==> config.mk <==
export PLATFORM = sky130hd
export DESIGN_NAME = mmt_timer
export DESIGN_NICKNAME = d
export VERILOG_FILES = /design/src/rtl/mmt_pkg.sv /design/src/rtl/mmt_sync_edge.sv /design/src/rtl/mmt_ctrl.sv /design/src/rtl/mmt_prescaler.sv /design/src/rtl/mmt_counter.sv /design/src/rtl/mmt_timer.sv
export SDC_FILE = /design/constraint.sdc
export NUM_CORES = 1
export LEC_CHECK = 0
export ABC_AREA = 0
export CORE_MARGIN = 2
export CORE_UTILIZATION = 48
export DETAILED_ROUTE_END_ITERATION = 8
export PLACE_DENSITY = 0.74
export SETUP_SLACK_MARGIN = 0.3
export SYNTH_ARGS = -nofsm -noshare
export SYNTH_HDL_FRONTEND = slang
export SYNTH_SLANG_ARGS = --single-unit
==> constraint.sdc <==
create_clock -name clk -period 1.9 [get_ports clk]
set_clock_uncertainty 0.2 [all_clocks]
set_input_delay 0.38 -clock clk [delete_from_list [all_inputs] [get_ports clk]]
set_output_delay 0.38 -clock clk [all_outputs]
set_load 0.01 [all_outputs]
==> src/rtl/mmt_pkg.sv <==
package mmt_pkg;

    typedef enum logic [1:0] {
        TM_STOP  = 2'd0,
        TM_DELAY = 2'd1,
        TM_PULSE = 2'd2,
        TM_EVENT = 2'd3
    } tmode_e;

    localparam int MODE_CODE_W = 3;

endpackage

==> src/rtl/mmt_sync_edge.sv <==
module mmt_sync_edge #(
    parameter int STAGES = 2
) (
    input  logic clk,
    input  logic rst_n,
    input  logic async_in,
    output logic level,
    output logic rise,
    output logic fall
);
    logic [STAGES-1:0] chain_q;
    logic              last_q;

    generate
        for (genvar i = 0; i < STAGES; i++) begin : g_stage
            if (i == 0) begin : g_first
                always_ff @(posedge clk) begin
                    if (!rst_n) chain_q[0] <= 1'b0;
                    else        chain_q[0] <= async_in;
                end
            end else begin : g_next
                always_ff @(posedge clk) begin
                    if (!rst_n) chain_q[i] <= 1'b0;
                    else        chain_q[i] <= chain_q[i-1];
                end
            end
        end
    endgenerate

    always_ff @(posedge clk) begin
        if (!rst_n) last_q <= 1'b0;
        else        last_q <= chain_q[STAGES-1];
    end

    assign level = chain_q[STAGES-1];
    assign rise  = chain_q[STAGES-1] & ~last_q;
    assign fall  = ~chain_q[STAGES-1] & last_q;

endmodule

==> src/rtl/mmt_ctrl.sv <==
module mmt_ctrl
    import mmt_pkg::*;
#(
    parameter int RATIO_A = 4,
    parameter int RATIO_B = 10,
    parameter int RATIO_C = 16,
    parameter int PSC_W   = 5
) (
    input  logic                   clk,
    input  logic                   rst_n,
    input  logic                   ctl_wr,
    input  logic [MODE_CODE_W-1:0] ctl_code,
    input  logic                   gate_lvl,
    output tmode_e                 mode,
    output logic [PSC_W-1:0]       ratio_last,
    output logic                   psc_run,
    output logic                   evt_sel
);
    localparam logic [PSC_W-1:0] LAST_A = PSC_W'(RATIO_A - 1);
    localparam logic [PSC_W-1:0] LAST_B = PSC_W'(RATIO_B - 1);
    localparam logic [PSC_W-1:0] LAST_C = PSC_W'(RATIO_C - 1);

    tmode_e           state_q, state_d;
    logic [PSC_W-1:0] last_q, last_d;

    always_comb begin
        state_d = state_q;
        last_d  = last_q;
        if (ctl_wr) begin
            unique case (ctl_code)
                3'b000:                 state_d = TM_STOP;
                3'b001, 3'b010, 3'b011: state_d = TM_DELAY;
                3'b100:                 state_d = TM_EVENT;
                default:                state_d = TM_PULSE;
            endcase
            unique case (ctl_code[1:0])
                2'd2:    last_d = LAST_B;
                2'd3:    last_d = LAST_C;
                default: last_d = LAST_A;
            endcase
        end
    end

    always_ff @(posedge clk) begin
        if (!rst_n) begin
            state_q <= TM_STOP;
            last_q  <= LAST_A;
        end else begin
            state_q <= state_d;
            last_q  <= last_d;
        end
    end

    always_comb begin
        psc_run = 1'b0;
        evt_sel = 1'b0;
        unique case (state_q)
            TM_STOP:  psc_run = 1'b0;
            TM_DELAY: psc_run = 1'b1;
            TM_PULSE: psc_run = gate_lvl;
            TM_EVENT: evt_sel = 1'b1;
        endcase
    end

    assign mode       = state_q;
    assign ratio_last = last_q;

endmodule

==> src/rtl/mmt_prescaler.sv <==
module mmt_prescaler #(
    parameter int PSC_W = 5
) (
    input  logic             clk,
    input  logic             rst_n,
    input  logic             clr,
    input  logic             tick,
    input  logic             run,
    input  logic [PSC_W-1:0] last,
    output logic             pulse
);
    logic [PSC_W-1:0] psc_q;
    logic             at_last;

    assign at_last = (psc_q == last);
    assign pulse   = tick & run & at_last;

    always_ff @(posedge clk) begin
        if (!rst_n)          psc_q <= '0;
        else if (clr)        psc_q <= '0;
        else if (tick && run) psc_q <= at_last ? '0 : psc_q + PSC_W'(1);
    end

    // the phase never passes the selected ratio
    a_r3_phase_bound: assert property (@(posedge clk) disable iff (!rst_n)
        psc_q <= last);

    // a control write restarts the prescale period
    a_r11_clear_phase: assert property (@(posedge clk) disable iff (!rst_n)
        clr |=> (psc_q == '0));

endmodule

==> src/rtl/mmt_counter.sv <==
module mmt_counter
    import mmt_pkg::*;
#(
    parameter int CNT_W = 8
) (
    input  logic             clk,
    input  logic             rst_n,
    input  logic             data_wr,
    input  logic [CNT_W-1:0] wdata,
    input  tmode_e           mode,
    input  logic             dec,
    input  logic             gate_fall,
    output logic [CNT_W-1:0] rd_data,
    output logic             tout,
    output logic             irq
);
    localparam logic [CNT_W-1:0] ONE = CNT_W'(1);

    logic [CNT_W-1:0] cnt_q, reload_q, rd_q;
    logic             tout_q, irq_q, term;

    assign term = dec & (cnt_q == ONE);

    always_ff @(posedge clk) begin
        if (rst_n) begin
            if (data_wr) reload_q <= wdata;
            if (data_wr && mode == TM_STOP) cnt_q <= wdata;
            else if (dec)                   cnt_q <= term ? reload_q : cnt_q - ONE;
        end
        rd_q <= cnt_q;
    end

    always_ff @(posedge clk) begin
        if (!rst_n) begin
            tout_q <= 1'b0;
            irq_q  <= 1'b0;
        end else begin
            tout_q <= tout_q ^ term;
            irq_q  <= term | ((mode == TM_PULSE) & gate_fall);
        end
    end

    assign rd_data = rd_q;
    assign tout    = tout_q;
    assign irq     = irq_q;

    // every toggle of the time-out output comes with an interrupt
    a_r4_toggle_has_irq: assert property (@(posedge clk) disable iff (!rst_n)
        (tout_q != $past(tout_q)) |-> irq_q);

    // a gate falling edge in pulse-width mode interrupts
    a_r7_gate_fall_irq: assert property (@(posedge clk) disable iff (!rst_n)
        (mode == TM_PULSE && gate_fall) |=> irq_q);

    // a write while stopped lands in the count
    a_r5_stopped_load: assert property (@(posedge clk) disable iff (!rst_n)
        (data_wr && mode == TM_STOP) |=> (cnt_q == $past(wdata)));

endmodule

==> src/rtl/mmt_timer.sv <==
module mmt_timer
    import mmt_pkg::*;
#(
    parameter int CNT_W       = 8,
    parameter int RATIO_A     = 4,
    parameter int RATIO_B     = 10,
    parameter int RATIO_C     = 16,
    parameter int SYNC_STAGES = 2
) (
    input  logic             clk,
    input  logic             rst_n,
    input  logic             wr_en,
    input  logic             wr_sel,
    input  logic [CNT_W-1:0] wr_data,
    input  logic             tclk_in,
    input  logic             gate_in,
    output logic [CNT_W-1:0] rd_data,
    output logic             tout,
    output logic             irq
);
    localparam int PSC_W = $clog2(RATIO_C + 1);

    logic             ctl_wr, data_wr;
    logic             tick, tclk_lvl_unused, tclk_fall_unused;
    logic             gate_lvl, gate_rise, gate_fall;
    tmode_e           mode;
    logic [PSC_W-1:0] ratio_last;
    logic             psc_run, evt_sel, pre_pulse, dec;
    logic             unused_hi_bits;

    assign ctl_wr         = wr_en & ~wr_sel;
    assign data_wr        = wr_en & wr_sel;
    assign unused_hi_bits = ^wr_data[CNT_W-1:MODE_CODE_W] ^ tclk_lvl_unused ^ tclk_fall_unused;

    mmt_sync_edge #(.STAGES(SYNC_STAGES)) u_tclk_sync (
        .clk(clk), .rst_n(rst_n), .async_in(tclk_in),
        .level(tclk_lvl_unused), .rise(tick), .fall(tclk_fall_unused)
    );

    mmt_sync_edge #(.STAGES(SYNC_STAGES)) u_gate_sync (
        .clk(clk), .rst_n(rst_n), .async_in(gate_in),
        .level(gate_lvl), .rise(gate_rise), .fall(gate_fall)
    );

    mmt_ctrl #(
        .RATIO_A(RATIO_A), .RATIO_B(RATIO_B), .RATIO_C(RATIO_C), .PSC_W(PSC_W)
    ) u_ctrl (
        .clk(clk), .rst_n(rst_n), .ctl_wr(ctl_wr),
        .ctl_code(wr_data[MODE_CODE_W-1:0]), .gate_lvl(gate_lvl),
        .mode(mode), .ratio_last(ratio_last), .psc_run(psc_run), .evt_sel(evt_sel)
    );

    mmt_prescaler #(.PSC_W(PSC_W)) u_psc (
        .clk(clk), .rst_n(rst_n), .clr(ctl_wr), .tick(tick),
        .run(psc_run), .last(ratio_last), .pulse(pre_pulse)
    );

    assign dec = ~ctl_wr & (evt_sel ? gate_rise : pre_pulse);

    mmt_counter #(.CNT_W(CNT_W)) u_cnt (
        .clk(clk), .rst_n(rst_n), .data_wr(data_wr), .wdata(wr_data),
        .mode(mode), .dec(dec), .gate_fall(gate_fall),
        .rd_data(rd_data), .tout(tout), .irq(irq)
    );

    // outputs are quiet when reset is released
    a_r1_reset_quiet: assert property (@(posedge clk) disable iff (!rst_n)
        $rose(rst_n) |-> (!tout && !irq));

    // the stopped state never leads to an interrupt
    a_r3_stop_silent: assert property (@(posedge clk) disable iff (!rst_n)
        (mode == TM_STOP) |=> !irq);

endmodule

==> results.sh <==
export IMPL_status="finished, violations left"
export IMPL_violations="setup timing"
export IMPL_placed_area_um2=2270
export IMPL_port_buffers=23
export IMPL_switching_share_pct=22.3
export IMPL_wl_met3_um=127
export IMPL_finalSetupViolCount=17
export IMPL_p_leak_nw=0.994
export IMPL_drv_slew=0
export IMPL_ys_flop_type="dfxtp_1"
export IMPL_rrSetupSlack_ps=-150
export IMPL_slowest_stage="dfxtp_4"
export IMPL_vias_per_cell=5.07
export IMPL_synth_area_leaders="dfxtp_1, edfxtp_1, ha_1"
export IMPL_fmax_mhz=487
export IMPL_crit_arrival_ps=1900
export IMPL_final_cell_area_um2=2480
export IMPL_r2r_end="u_cnt.cnt_q[7]"
export IMPL_p_comb_share_pct=9.8
export IMPL_cellPowerDensity_nw_per_um2=717
export IMPL_final_layout_size_suffix_gt1_share_pct=30.1
export IMPL_pwr_share_seq_pct=55.3
export IMPL_instances_no_fill=257
export IMPL_synthMuxAreaShare_pct=2.21
export IMPL_clockRootBuffer="clkbuf_8"
export IMPL_synthSimpleGateAreaFrac_pct=19.9
export IMPL_synth_seq_cells=42
export IMPL_whs_ps=221
export IMPL_clock_latency_ps=300
export IMPL_num_rows=22
export IMPL_start_util_pct=49.9
export IMPL_cts_tree="done"
export IMPL_rsz0062_at_grt="true"
export IMPL_n_antenna_cell=0
export IMPL_ys_warn_count=0
export IMPL_post_route_period_util_pct=108
export IMPL_hpwlAfterDp_um=2710
export IMPL_power_internal_w=0.00138
export IMPL_htreeDepth=2
export IMPL_power_switching_w=0.000396
export IMPL_start_kind="register"
export IMPL_clkPwrFrac_pct=35.0
export IMPL_die_height_um=65.5
export IMPL_synth_cell_types=38
export IMPL_worst_pin_slew_ps=324
export IMPL_syn_instance_count=159
export IMPL_synth_top_area_share_pct=28.7
export IMPL_synth_xor_area_share_pct=6.76
export IMPL_cap_viol_max_count=0
export IMPL_setup_tns_ps=-1180
export IMPL_clk_pin_slew_worst_paths_ps=80
export IMPL_worstPathRequired_ps=1740
export IMPL_syn_nets=180
export IMPL_min_to="u_cnt.rd_data[7]"
export IMPL_grt_pass1_vias=1366
export IMPL_grt_max_degree=13
export IMPL_synth_compound_area_share_pct=8.56
export IMPL_route_detailed_drc=0
export IMPL_synth_top_family_by_area="simple AND/OR/NAND/NOR gates"
export IMPL_synth_area_um2=1810
export IMPL_gp_congestion=0.750
export IMPL_wl_per_cell_um=14.4
export IMPL_ios=24
export IMPL_layout_min_cycle_time_ps=2050
export IMPL_dr_wl_met2_um=2100
export IMPL_cts_buffer_depth=2
export IMPL_dp_cells=247
export IMPL_crit_type="register to register"
export IMPL_drtPass1Iterations=4
export IMPL_drt_antenna_violating_nets=0
export IMPL_max_stage_delay_ps=370
export IMPL_design_core_area_um2=3630
export IMPL_min_delay_path_depth=0
export IMPL_area_growth_pct=36.8
export IMPL_finalWorstSetupSlack_ps=-155
export IMPL_cts_sinks=42
export IMPL_grt_overflow_total=0
export IMPL_wl_met1_um=1420
export IMPL_synth_edf_count=16
export IMPL_crit_fanout=7
export IMPL_drtIter0Drc=27
export IMPL_cp_end_kind="register"
export IMPL_worstRegToRegCells=7
export IMPL_path_cells="ha_1 > nor4_2 > and4_4 > o21ai_4 > buf_6 > nor3_4 > a211oi_2"
export IMPL_die_w_um=65.5
export IMPL_antenna_found_initial=0
export IMPL_relSlewSlack_pct=78.4
export IMPL_hold_violations=0
export IMPL_min_delay_start="u_cnt.cnt_q[7]"
export IMPL_grt_pass1_wl_um=6130
export IMPL_numCtsBuffers=5
export IMPL_async_reset_ff_share_pct=0
export IMPL_hold_class="register to register"
export IMPL_avgSynthCellArea_um2=11.4
export IMPL_p_total_w=0.00178
export IMPL_vias=1302
export IMPL_yosysSeqAreaShare_pct=55.2
export IMPL_yosys_area_top_type="dfxtp_1"
export IMPL_dr_max_layer_used="met4"
export IMPL_final_nets=229
export IMPL_drt_wl_total_um=3700
export IMPL_grtUsageTotal_pct=19.4
export IMPL_synthAdderAreaFrac_pct=4.83
export IMPL_vdd_ir_drop_max_mv=0.399
export IMPL_r2r_start="u_ctrl.mode[0]"
export IMPL_fillers=277
export IMPL_die_area_um2=4280
## cells in the final DEF, fill, tap and decap left out, drive strengths merged, types with 3 or more instances in the layout
cell type	count
a211oi	3
a21boi	5
a21oi	3
and2	9
and3	3
buf	23
clkbuf	7
clkdlybuf4s50	11
dfxtp	26
dlygate4sd2	12
edfxtp	16
ha	7
inv	4
mux2i	4
nand2	15
nand3	4
nand4	3
nor2	13
nor3	7
o21ai	5
xnor2	5
xor2	9
## final cells by class
| class | instances | area, µm² | area share (%) |
|---|---|---|---|
| tap | 48 | 60.1 | 2.42 |
| sequential | 42 | 1010 | 40.7 |
| clock inverter | 1 | 3.75 | 0.151 |
| inverter | 4 | 20.0 | 0.807 |
| clock buffer | 7 | 96.3 | 3.88 |
| multi-input combinational | 109 | 892 | 36.0 |
| timing repair buffer | 46 | 399 | 16.1 |
## worst max-delay path by stage
stage                              start             end  slack [ps]  cells after the start
after CTS                 u_ctrl.mode[0]  u_cnt.cnt_q[4]        -120                      8
final                     u_ctrl.mode[0]  u_cnt.cnt_q[7]        -150                      7
after floorplan           u_ctrl.mode[0]  u_cnt.cnt_q[3]        -230                      9
after global routing      u_ctrl.mode[0]  u_cnt.cnt_q[7]        -250                      7
after global placement             wr_en  u_cnt.cnt_q[7]        -440                      7
after detailed placement           wr_en  u_cnt.cnt_q[1]        -540                      8
## stage by stage
stage	setup slack (ps)	utilization, %
3_3_place_gp	-444	62.6
5_1_grt	-248	68.3
4_1_cts	-124	67.3
3_5_place_dp	-541	62.6
6_report	-155	68.3
2_1_floorplan	-230	-
## cell families (layout without fill, tap and decap cells)
| kind of cell | count (synthesis) | after routing |
|---|---|---|
| simple gates | 65 | 65 |
| mux | 4 | 4 |
| compound gates | 19 | 19 |
| xor+xnor | 14 | 14 |
| flops | 42 | 42 |
| buf+inv | 8 | 58 |
| fa+ha+maj | 7 | 7 |
## metal layers
layer  vias to the layer above  GRT usage [%]
met5                         -              0
met4                         0           7.03
met3                         7           6.68
met2                        21           37.9
met1                       622           18.5
li1                        652              -
## power by group through the flow
stage          combinational [W]  clock (W)  sequential, W
2_1_floorplan          0.0000794          0        0.00100
3_3_place_gp            0.000158          0        0.00100
3_5_place_dp            0.000165          0        0.00100
4_1_cts                 0.000169   0.000641       0.000983
5_1_grt                 0.000191   0.000680       0.000986
6_report                0.000174   0.000622       0.000983
## cells in the mapped netlist, drive strengths merged (2+ instances only)
cell type and n:
xor2 9, a211oi 3, nand2 15, and2 9
nor3 7, a21oi 3, xnor2 5, or3 2
nor2 13, a21boi 5, inv 4, ha 7
mux2i 4, buf 3, dfxtp 26, o21ai 5
nand3 4, edfxtp 16, nor4 2, nand2b 2
and3 3, nand4 3
## what timing repair did
action | CTS | global route
endpoints found under the hold margin | 0 | 0
setup endpoints to repair | 33 | 23
hold buffers | 0 | 0
setup buffers | 0 | 2
pin swaps | 6 | 12
resized for setup | 30 | 6
## state kept, by name, summed over array words and instances, names as in the netlist
signal               count
u_ctrl.mode              2
u_tclk_sync.level        1
u_psc.psc_q              5
u_ctrl.ratio_last        3
u_tclk_sync.chain_q      1
u_cnt.tout               1
u_tclk_sync.last_q       1
u_gate_sync.last_q       1
u_gate_sync.chain_q      1
u_gate_sync.level        1
u_cnt.reload_q           8
u_cnt.rd_data            8
u_cnt.cnt_q              8
u_cnt.irq                1
## critical path: cells and delay by family (launching register included)
kind	cells	cell delay, ps
adder cells (fa/ha/maj)	1	240
AO/OA/AOI/OAI	2	160
buffers and inverters	1	150
flip-flops	1	370
AND/OR/NAND/NOR	3	680
Power figures use the tool's default switching activity.
